<file path="src/rtl/serial_rx_pkg.sv">
package serial_rx_pkg;
  localparam int CHAR_W = 8;

  typedef enum logic [2:0] {
    RX_IDLE,
    RX_START,
    RX_DATA,
    RX_PARITY,
    RX_STOP,
    RX_STOP2,
    RX_WAIT_HIGH
  } rx_state_e;

  typedef struct packed {
    logic [CHAR_W-1:0] data;
    logic              par_bad;
    logic              stop_bad;
    logic              all_low;
  } rx_char_t;
endpackage

</file>
<file path="src/rtl/serial_rx_sync.sv">
module serial_rx_sync #(
  parameter int STAGES = 2
) (
  input  logic clk,
  input  logic rst,
  input  logic din,
  output logic dout
);
  logic [STAGES-1:0] pipe_q;

  always_ff @(posedge clk) begin
    if (rst) pipe_q <= '1;
    else     pipe_q <= {pipe_q[STAGES-2:0], din};
  end

  assign dout = pipe_q[STAGES-1];
endmodule

</file>
<file path="src/rtl/serial_rx_frame.sv">
module serial_rx_frame
  import serial_rx_pkg::*;
#(
  parameter int OSR = 16
) (
  input  logic     clk,
  input  logic     rst,
  input  logic     tick,
  input  logic     line,
  input  logic     enable,
  input  logic     len8,
  input  logic     par_en,
  input  logic     par_odd,
  input  logic     two_stop,
  output logic     done,
  output rx_char_t chr
);
  localparam int CW = $clog2(OSR);
  localparam int BW = $clog2(CHAR_W);
  localparam logic [CW-1:0] MID_C  = CW'(OSR / 2 - 1);
  localparam logic [CW-1:0] LAST_C = CW'(OSR - 1);

  rx_state_e         state_q;
  logic [CW-1:0]     tick_cnt_q;
  logic [BW-1:0]     bit_idx_q;
  logic [CHAR_W-1:0] shift_q;
  logic              par_bit_q;
  logic [BW-1:0]     last_idx;
  logic              at_last;

  assign last_idx = len8 ? BW'(CHAR_W - 1) : BW'(CHAR_W - 2);
  assign at_last  = (tick_cnt_q == LAST_C);

  always_ff @(posedge clk) begin
    if (rst) begin
      state_q    <= RX_IDLE;
      tick_cnt_q <= '0;
      bit_idx_q  <= '0;
      shift_q    <= '0;
      par_bit_q  <= 1'b0;
      done       <= 1'b0;
      chr        <= '0;
    end else begin
      done <= 1'b0;
      if (!enable) begin
        state_q <= RX_IDLE;
      end else if (tick) begin
        tick_cnt_q <= tick_cnt_q + 1'b1;
        unique case (state_q)
          RX_IDLE: begin
            if (!line) begin
              state_q    <= RX_START;
              tick_cnt_q <= '0;
            end
          end
          RX_START: begin
            if (tick_cnt_q == MID_C) begin
              tick_cnt_q <= '0;
              if (line) begin
                state_q <= RX_IDLE;
              end else begin
                state_q   <= RX_DATA;
                bit_idx_q <= '0;
                shift_q   <= '0;
                par_bit_q <= 1'b0;
              end
            end
          end
          RX_DATA: begin
            if (at_last) begin
              shift_q[bit_idx_q] <= line;
              if (bit_idx_q == last_idx) state_q <= par_en ? RX_PARITY : RX_STOP;
              else                       bit_idx_q <= bit_idx_q + 1'b1;
            end
          end
          RX_PARITY: begin
            if (at_last) begin
              par_bit_q <= line;
              state_q   <= RX_STOP;
            end
          end
          RX_STOP: begin
            if (at_last) begin
              done         <= 1'b1;
              chr.data     <= shift_q;
              chr.par_bad  <= par_en && ((^shift_q ^ par_bit_q) != par_odd);
              chr.stop_bad <= !line;
              chr.all_low  <= (shift_q == '0) && !line && !(par_en && par_bit_q);
              state_q      <= (two_stop && line) ? RX_STOP2 : RX_WAIT_HIGH;
            end
          end
          RX_STOP2: begin
            if (at_last) state_q <= RX_WAIT_HIGH;
          end
          RX_WAIT_HIGH: begin
            if (line) state_q <= RX_IDLE;
          end
          default: state_q <= RX_IDLE;
        endcase
      end
    end
  end
endmodule

</file>
<file path="src/rtl/serial_rx_fifo.sv">
module serial_rx_fifo #(
  parameter  int DW    = 8,
  parameter  int DEPTH = 16,
  localparam int LW    = $clog2(DEPTH) + 1
) (
  input  logic          clk,
  input  logic          rst,
  input  logic          wr_en,
  input  logic [DW-1:0] wr_data,
  input  logic          rd_en,
  output logic [DW-1:0] rd_data,
  output logic [LW-1:0] level,
  output logic          full
);
  localparam int AW = $clog2(DEPTH);

  // Pointers wrap naturally, so DEPTH is expected to be a power of two.
  logic [DW-1:0] mem [DEPTH];
  logic [AW-1:0] wptr_q, rptr_q;
  logic          wr_ok, rd_ok;

  assign full  = (level == LW'(DEPTH));
  assign wr_ok = wr_en && !full;
  assign rd_ok = rd_en && (level != '0);

  always_ff @(posedge clk) begin
    if (wr_ok) mem[wptr_q] <= wr_data;
    if (rd_ok) rd_data     <= mem[rptr_q];
  end

  always_ff @(posedge clk) begin
    if (rst) begin
      wptr_q <= '0;
      rptr_q <= '0;
      level  <= '0;
    end else begin
      if (wr_ok) wptr_q <= wptr_q + 1'b1;
      if (rd_ok) rptr_q <= rptr_q + 1'b1;
      unique case ({wr_ok, rd_ok})
        2'b10:   level <= level + 1'b1;
        2'b01:   level <= level - 1'b1;
        default: level <= level;
      endcase
    end
  end
endmodule

</file>
<file path="src/rtl/serial_rx_core.sv">
module serial_rx_core
  import serial_rx_pkg::*;
#(
  parameter  int OSR    = 16,
  parameter  int DEPTH  = 16,
  parameter  int STAGES = 2,
  localparam int LVL_W  = $clog2(DEPTH) + 1
) (
  input  logic              clk,
  input  logic              rst,
  input  logic              os_tick,
  input  logic              rxd,
  input  logic              rx_en,
  input  logic              cfg_len8,
  input  logic              cfg_par_en,
  input  logic              cfg_par_odd,
  input  logic              cfg_two_stop,
  input  logic              ie_data,
  input  logic              ie_error,
  input  logic [LVL_W-1:0]  thr_level,
  input  logic              rd_en,
  input  logic              clr_err,
  input  logic              clr_brk,
  input  logic              clr_ovr,
  output logic [CHAR_W-1:0] rd_data,
  output logic [LVL_W-1:0]  fifo_level,
  output logic              st_ready,
  output logic              st_thresh,
  output logic              st_parity,
  output logic              st_frame,
  output logic              st_error,
  output logic              st_break,
  output logic              st_overrun,
  output logic              irq_data,
  output logic              irq_error,
  output logic              irq_break
);
  logic     line_s;
  logic     frame_done;
  rx_char_t frame_chr;
  logic     q_full;
  logic     store;

  serial_rx_sync #(.STAGES(STAGES)) sync_i (
    .clk (clk),
    .rst (rst),
    .din (rxd),
    .dout(line_s)
  );

  serial_rx_frame #(.OSR(OSR)) frame_i (
    .clk     (clk),
    .rst     (rst),
    .tick    (os_tick),
    .line    (line_s),
    .enable  (rx_en),
    .len8    (cfg_len8),
    .par_en  (cfg_par_en),
    .par_odd (cfg_par_odd),
    .two_stop(cfg_two_stop),
    .done    (frame_done),
    .chr     (frame_chr)
  );

  // A finished character is stored only if the queue has room and
  // neither a pending overrun nor a pending break is blocking writes.
  assign store = frame_done && !frame_chr.all_low && !q_full && !st_overrun && !st_break;

  serial_rx_fifo #(.DW(CHAR_W), .DEPTH(DEPTH)) fifo_i (
    .clk    (clk),
    .rst    (rst),
    .wr_en  (store),
    .wr_data(frame_chr.data),
    .rd_en  (rd_en),
    .rd_data(rd_data),
    .level  (fifo_level),
    .full   (q_full)
  );

  always_ff @(posedge clk) begin
    if (rst) begin
      st_parity  <= 1'b0;
      st_frame   <= 1'b0;
      st_error   <= 1'b0;
      st_break   <= 1'b0;
      st_overrun <= 1'b0;
      st_ready   <= 1'b0;
      st_thresh  <= 1'b0;
      irq_data   <= 1'b0;
      irq_error  <= 1'b0;
      irq_break  <= 1'b0;
    end else begin
      if (frame_done && frame_chr.par_bad) st_parity <= 1'b1;
      else if (clr_err)                    st_parity <= 1'b0;

      if (frame_done && frame_chr.stop_bad) st_frame <= 1'b1;
      else if (clr_err)                     st_frame <= 1'b0;

      if (frame_done && (frame_chr.par_bad || frame_chr.stop_bad)) st_error <= 1'b1;
      else if (clr_err)                                            st_error <= 1'b0;

      if (frame_done && frame_chr.all_low) st_break <= 1'b1;
      else if (clr_brk)                    st_break <= 1'b0;

      if (frame_done && !frame_chr.all_low && q_full) st_overrun <= 1'b1;
      else if (clr_ovr)                               st_overrun <= 1'b0;

      st_ready  <= (fifo_level != '0);
      st_thresh <= (fifo_level >= thr_level);

      irq_data  <= ie_data && (st_ready || st_thresh);
      irq_error <= (ie_data || ie_error) && st_error;
      irq_break <= (ie_data || ie_error) && (st_break || st_overrun);
    end
  end
endmodule

</file>
<file path="config.mk">
export PLATFORM = sky130hd
export DESIGN_NAME = serial_rx_core
export DESIGN_NICKNAME = d
export VERILOG_FILES = /design/src/rtl/serial_rx_pkg.sv /design/src/rtl/serial_rx_sync.sv /design/src/rtl/serial_rx_frame.sv /design/src/rtl/serial_rx_fifo.sv /design/src/rtl/serial_rx_core.sv
export SDC_FILE = /design/constraint.sdc
export NUM_CORES = 1
export LEC_CHECK = 0
export CORE_MARGIN = 8
export CORE_UTILIZATION = 48
export DETAILED_ROUTE_END_ITERATION = 8
export DONT_BUFFER_PORTS = 1
export GPL_TIMING_DRIVEN = 1
export PLACE_DENSITY_LB_ADDON = 0.1
export SYNTH_ARGS = -nofsm -noshare
export SYNTH_HDL_FRONTEND = slang
export SYNTH_HIERARCHICAL = 1
export SYNTH_SLANG_ARGS = --single-unit
export TNS_END_PERCENT = 10
</file>
<file path="constraint.sdc">
create_clock -name clk -period 4.05 [get_ports clk]
set_input_delay 0.81 -clock clk [delete_from_list [all_inputs] [get_ports clk]]
set_output_delay 0.81 -clock clk [all_outputs]
set_load 0.05 [all_outputs]
</file>
# Yosys cells after proc, flatten, opt, wreduce, memory -nomap -nowiden

Memory sizes are Yosys's and may differ from the RTL's. A register that Yosys moved wholly into a read port is not among the register bits.
Index checks and enable logic that the tools add are counted.

Add/subtract/negate cells: 6
Magnitude comparators: 3
Eq/ne operators: 23
Multiplexer cells: 44
Bitwise gates (word level): 4
Reduce and logical (&&, ||, !) cells: 50

Operator list:

| kind                                           | number |
|---|---|
| two-way mux 3 bit                              | 13 |
| two-way mux 8 bit                              | 3 |
| one-hot mux 3 bit (7 select lines)             | 1 |
| logical AND 1 bit                              | 20 |
| two-way mux 1 bit                              | 16 |
| one-hot mux 8 bit (2 select lines)             | 1 |
| nonzero test 2 bit                             | 8 |
| adder 4 x 1 -> 4 bit (second input constant)   | 3 |
| != test 2 x 1 -> 1 bit (second input constant) | 6 |
| AND reduction 6 bit                            | 2 |
| one-hot mux 5 bit (2 select lines)             | 1 |
| == test 3 bit (second input constant)          | 3 |
| AND reduction 9 bit                            | 1 |
| bitwise mux 8 bit                              | 1 |
| zero test 8 bit                                | 1 |
| two-way mux 4 bit                              | 2 |
| != test 2 bit (second input constant)          | 4 |
| one-hot mux 4 bit (2 select lines)             | 1 |
| XOR reduction 8 bit                            | 1 |
| AND reduction 7 bit                            | 1 |
| == test 3 x 2 -> 1 bit (second input constant) | 2 |
| zero test 1 bit                                | 6 |
| one-hot mux 3 bit (2 select lines)             | 1 |
| adder 5 x 1 -> 5 bit (second input constant)   | 1 |
| 25 further kinds                               | 31 |

Bits in registers: 56
Memory bits (writable): 128
Bits of input ports: 20
Logic and storage cells: 155
Memories kept: 1

Memories:

| name       | words | width | read ports | clocked after memory_dff | wr ports | line                 | text |
|---|---|---|---|---|---|---|---|
| fifo_i.mem | 16    | 8     | 1          | 1                        | 1        | serial_rx_fifo.sv:18 | `logic [DW-1:0] mem [DEPTH];` |

# Logic depth before layout (Yosys ltp)

Depth in word-level cells: 8
Depth in mapped cells: 12

# By module

The synthesis kept the hierarchy.

Modules (own cells, without submodules):

| module          | times used | cells each | area each (um^2) |
|---|---|---|---|
| serial_rx_fifo  | 1          | 311        | 5878.1 |
| serial_rx_frame | 1          | 218        | 1717.9 |
| serial_rx_core  | 1          | 53         | 473.0 |
| serial_rx_sync  | 1          | 4          | 52.6 |

# Least setup slack after synthesis

Ideal clock, no wire load.

Path type: reg-to-reg
From: register fifo_i.level[0]
To: register fifo_i.level[4]
Arrival time: 3.175 ns
Data required time: 3.980 ns
Setup slack: 0.805 ns
Cell stages (with the launch flop): 13
Cells stage by stage: dfxtp_1 > or4_1 > buf_2 > nor2_1 > and4bb_2 > o21a_4 > inv_1 > ha_1 > ha_1 > a21oi_1 > a21oi_1 > or4_1 > a21oi_1

Cells in the longest elaborated chain, start to end: 8
Elaborated cells between the ends (all ways): 14

RTL lines:

| item                                                                            | line                 | text |
|---|---|---|
| start: declaration                                                              | serial_rx_fifo.sv:12 | `output logic [LW-1:0] level,` |
| start signal: assignment                                                        | serial_rx_fifo.sv:40 | `2'b10: level <= level + 1'b1;` |
| start signal: assignment                                                        | serial_rx_fifo.sv:41 | `2'b01: level <= level - 1'b1;` |
| start signal: assignment                                                        | serial_rx_fifo.sv:42 | `default: level <= level;` |
| == test 5 bit (*)                                                               | serial_rx_fifo.sv:22 | `assign full = (level == LW'(DEPTH));` |
| via q_full                                                                      | serial_rx_core.sv:41 | `logic q_full;` |
| zero test 1 bit (*)                                                             | serial_rx_core.sv:67 | `assign store = frame_done && !frame_chr.all_low && !q_full && !st_overrun && !st_break;` |
| logical AND 1 bit (*) (3 in a row)                                              | serial_rx_core.sv:67 |  |
| via store                                                                       | serial_rx_core.sv:42 | `logic store;` |
| logical AND 1 bit (*)                                                           | serial_rx_fifo.sv:23 | `assign wr_ok = wr_en && !full;` |
| == test 2 x 1 -> 1 bit / == test 2 bit (equally long branches)                  | serial_rx_fifo.sv:39 | `unique case ({wr_ok, rd_ok})` |
| one-hot mux 5 bit (2 select lines) / nonzero test 2 bit (equally long branches) | n/a                  |  |

Mark *: on every way through the listed nets, which the timed path passes. The rest lies on a longest branch.
A chain may end at the register's enable or synchronous reset.

# Worst setup path after layout

From: register fifo_i.level[3]
To: register fifo_i.level[4]

Same word-level chain as after synthesis.

==> out/qor.csv <==
metric;value;unit
run status;finished clean;
share of cells above drive strength 1;0.139;
Synth area leader;edfxtp_1;
flops & latches, synth;192;
Nets;626;
# setup viols final;0;
Worst Path Class, Setup;flop to flop;
Sink Count;192;
part of the power in registers;0.559;
net load switching power;0.713;mW
CTS H-tree depth;4;
P_leak;3.20;nW
min-delay worst type;flop to flop;
Required @ worst endpoint;4.41;ns
Reg clk slew, reported paths;0.07;ns
I/O Buffers;0;
die area;21300;µm²
Layout fillers;1417;
CP arrival;3.84;ns
Setup Buffers After CTS;0;
post-synth top area share;0.503;
cts hold-fix bufs;0;
Switching Fraction;0.191;
Setup TNS Final;0;ns
RePlAce Congestion;0.792;
reg2reg path depth;11;
hold depth;1;
antenna cells;0;
Max Cap Viol;0;
post_cts resized;0;
Mapped Avg Cell Area;13.9;µm²
Tmin final;3.48;ns
clock share of power;0.433;
initial antenna violation count;0;
Vias/cell;5.72;
part of the Yosys area used for sequential elements;0.641;
final period utilization;0.858;
synthesis-to-finish area growth;9.98;%
Max IR drop VDD;320;µV
Ys Warns;6;
clock latency on the worst-skew pair;0.43;ns
Top-Level Pins;43;
post-layout util;0.539;
FMAX;288;MHz
final wirelength;16.3;mm
Initial Util;0.490;
nature of the critical path startpoint;flop;
vias in the first global route;4761;
final hold violations;0;
syn_nets;627;
Die W;146;µm
Comb pwr share;0.008;
worst-case clock buffer depth;2;
Iter 0 DRT Violations;333;
Post-synth ARST share;0;
via count;4679;
Post-Syn Instances;586;
wire length per cell;20.0;µm
Die Span Y;146;µm
area of the multi-input gates;2670;µm²
Final Skew;0.00911;ns
CTS tree;yes;
synth unique cells;59;
Post-Syn Area;8120;µm²
PwrDens;417;nW/µm²
GRT Overall Usage;0.160;
EDFF count, synth;136;
largest net degree at the start of global routing;55;
RSZ-0062 raised after global routing;false;
fin cells;818;
Critical Path Sink Type;flop;
placed instance count;786;
Worst slew margin;0.414;
max-slew violation count;0;
P_int;3.01;mW
ys flop type;edfxtp_1;
first-pass GRT wire length;26.5;mm
Antenna Nets Post-Route;0;
Pre-Repair DR Iteration Count;5;
Rows;47;
Crit Path Max Fanout;7;
core area;16600;µm²
Area contributors post-synth;edfxtp_1 (50%), dfxtp_1 (14%), mux4_2 (8.9%), ha_1 (3.1%), nor2_1 (2.1%);
CTS Root Cell;clkbuf_16;
FF+latch area;5210;µm²
Num CTS Buffers;17;
measured slew at the worst slew-check pin;0.875;ns
grt total ovfl;0;
# DRC;0;
DPL Wire Length;10.8;mm
-- through the flow --
stage          setup slack (ns)  hold slack (ns)  cell area (µm²)  power, mW
2_1_floorplan             0.805            0.383             8120       2.16
3_3_place_gp              0.722            0.395             8350       2.15
3_5_place_dp              0.592            0.404             8350       2.15
4_1_cts                   0.573            0.421             8930       3.76
5_1_grt                   0.348            0.418             8930       3.84
6_report                  0.575            0.420             8930       3.73
-- routing by layer --
layer / GRT usage / share of wire / up-vias
met5: 0 / 0 / -
met4: 0.0541 / 0.014 / 0
met3: 0.0405 / 0.058 / 19
met2: 0.258 / 0.48 / 112
met1: 0.209 / 0.45 / 2346
li1: - / - / 2202
-- state kept, by name, indices dropped and copies added (netlist names) --
signal / flops
frame_i/tick_cnt_q: 4
frame_i/done: 1
frame_i/chr: 11
fifo_i/rd_data: 8
st_error: 1
st_break: 1
irq_break: 1
fifo_i/rptr_q: 4
fifo_i/mem: 128
frame_i/state_q: 3
st_frame: 1
irq_error: 1
irq_data: 1
frame_i/bit_idx_q: 3
st_overrun: 1
st_parity: 1
fifo_i/wptr_q: 4
st_thresh: 1
st_ready: 1
sync_i/pipe_q: 2
fifo_i/level: 5
frame_i/shift_q: 8
frame_i/par_bit_q: 1
-- cell usage in the layout, fill, tap and decap left out, drive strengths merged, types with 4 or more instances in the layout --
cell type | synthesis | routed
a211o | 7 | 7
mux2i | 7 | 7
mux4 | 32 | 32
a21oi | 28 | 28
nand2b | 8 | 8
clkbuf | 18 | 23
edfxtp | 136 | 136
nor3 | 10 | 10
and2 | 4 | 4
o21ai | 19 | 19
o211ai | 6 | 6
nand2 | 44 | 44
nand3 | 9 | 9
dfxtp | 56 | 56
nor2 | 45 | 45
xor2 | 8 | 8
inv | 31 | 36
buf | 13 | 11
ha | 20 | 20
o21a | 4 | 4
a22oi | 18 | 18
and3 | 4 | 4
nand4 | 5 | 5
xnor2 | 9 | 9
-- synth_stat cells, types with 4 or more instances --
cell type	count
a211o_1	7
a21oi_1	26
a22oi_1	18
and2_1	4
and3_1	4
buf_2	10
clkbuf_1	18
dfxtp_1	56
edfxtp_1	136
ha_1	20
inv_1	31
mux2i_1	7
mux4_2	32
nand2_1	44
nand2b_1	8
nand3_1	9
nand4_1	5
nor2_1	45
nor3_1	9
o211ai_1	5
o21ai_0	11
o21ai_1	7
xnor2_1	9
xor2_1	8
-- final timing paths --
check	startpoint	to	slack (ns)
worst max-delay path	fifo_i/level[3]	fifo_i/level[4]	0.57
worst min-delay path	sync_i/pipe_q[0]	sync_i/pipe_q[1]	0.42
worst max register to register	fifo_i/level[3]	fifo_i/level[4]	0.57
worst min register to register	sync_i/pipe_q[0]	sync_i/pipe_q[1]	0.42
-- logic make-up (layout without fill, tap and decap cells) --
| group | count (synthesis) | after routing | share of synthesized area |
|---|---|---|---|
| flops | 192 | 192 | 0.641 |
| simple gates | 154 | 154 | 0.0937 |
| compound gates | 101 | 101 | 0.0863 |
| buf+inv | 62 | 74 | 0.0302 |
| mux | 39 | 39 | 0.0974 |
| fa+ha+maj | 21 | 21 | 0.0333 |
| xor+xnor | 17 | 17 | 0.0183 |
-- worst max-delay path, stage by stage (launching register included) --
cell,delay (ns)
dfxtp_1,0.54
or4_1,0.67
nor2_1,0.21
and4bb_2,0.31
o21a_4,0.16
inv_1,0.06
ha_1,0.26
ha_1,0.31
a21oi_1,0.18
a21oi_1,0.10
or4_1,0.47
a21oi_1,0.15
-- power groups by stage --
| stage | combinational (mW) | sequential [mW] | clock [mW] |
|---|---|---|---|
| finish | 0.0289 | 2.08 | 1.61 |
| global route | 0.0329 | 2.08 | 1.73 |
| CTS | 0.0293 | 2.08 | 1.65 |
| detailed placement | 0.0291 | 2.13 | 0 |
| global placement | 0.0280 | 2.13 | 0 |
| floorplan | 0.0330 | 2.12 | 0 |
-- layout make-up --
cell class / count / area share
clock buffers: 23 / 0.0595
multi-input cells: 332 / 0.299
clock inverters: 9 / 0.00546
inverters: 31 / 0.0130
flip-flops and latches: 192 / 0.583
well taps: 220 / 0.0308
repair buffers: 11 / 0.00924
Note: power is estimated with default switching activity, not from simulation.
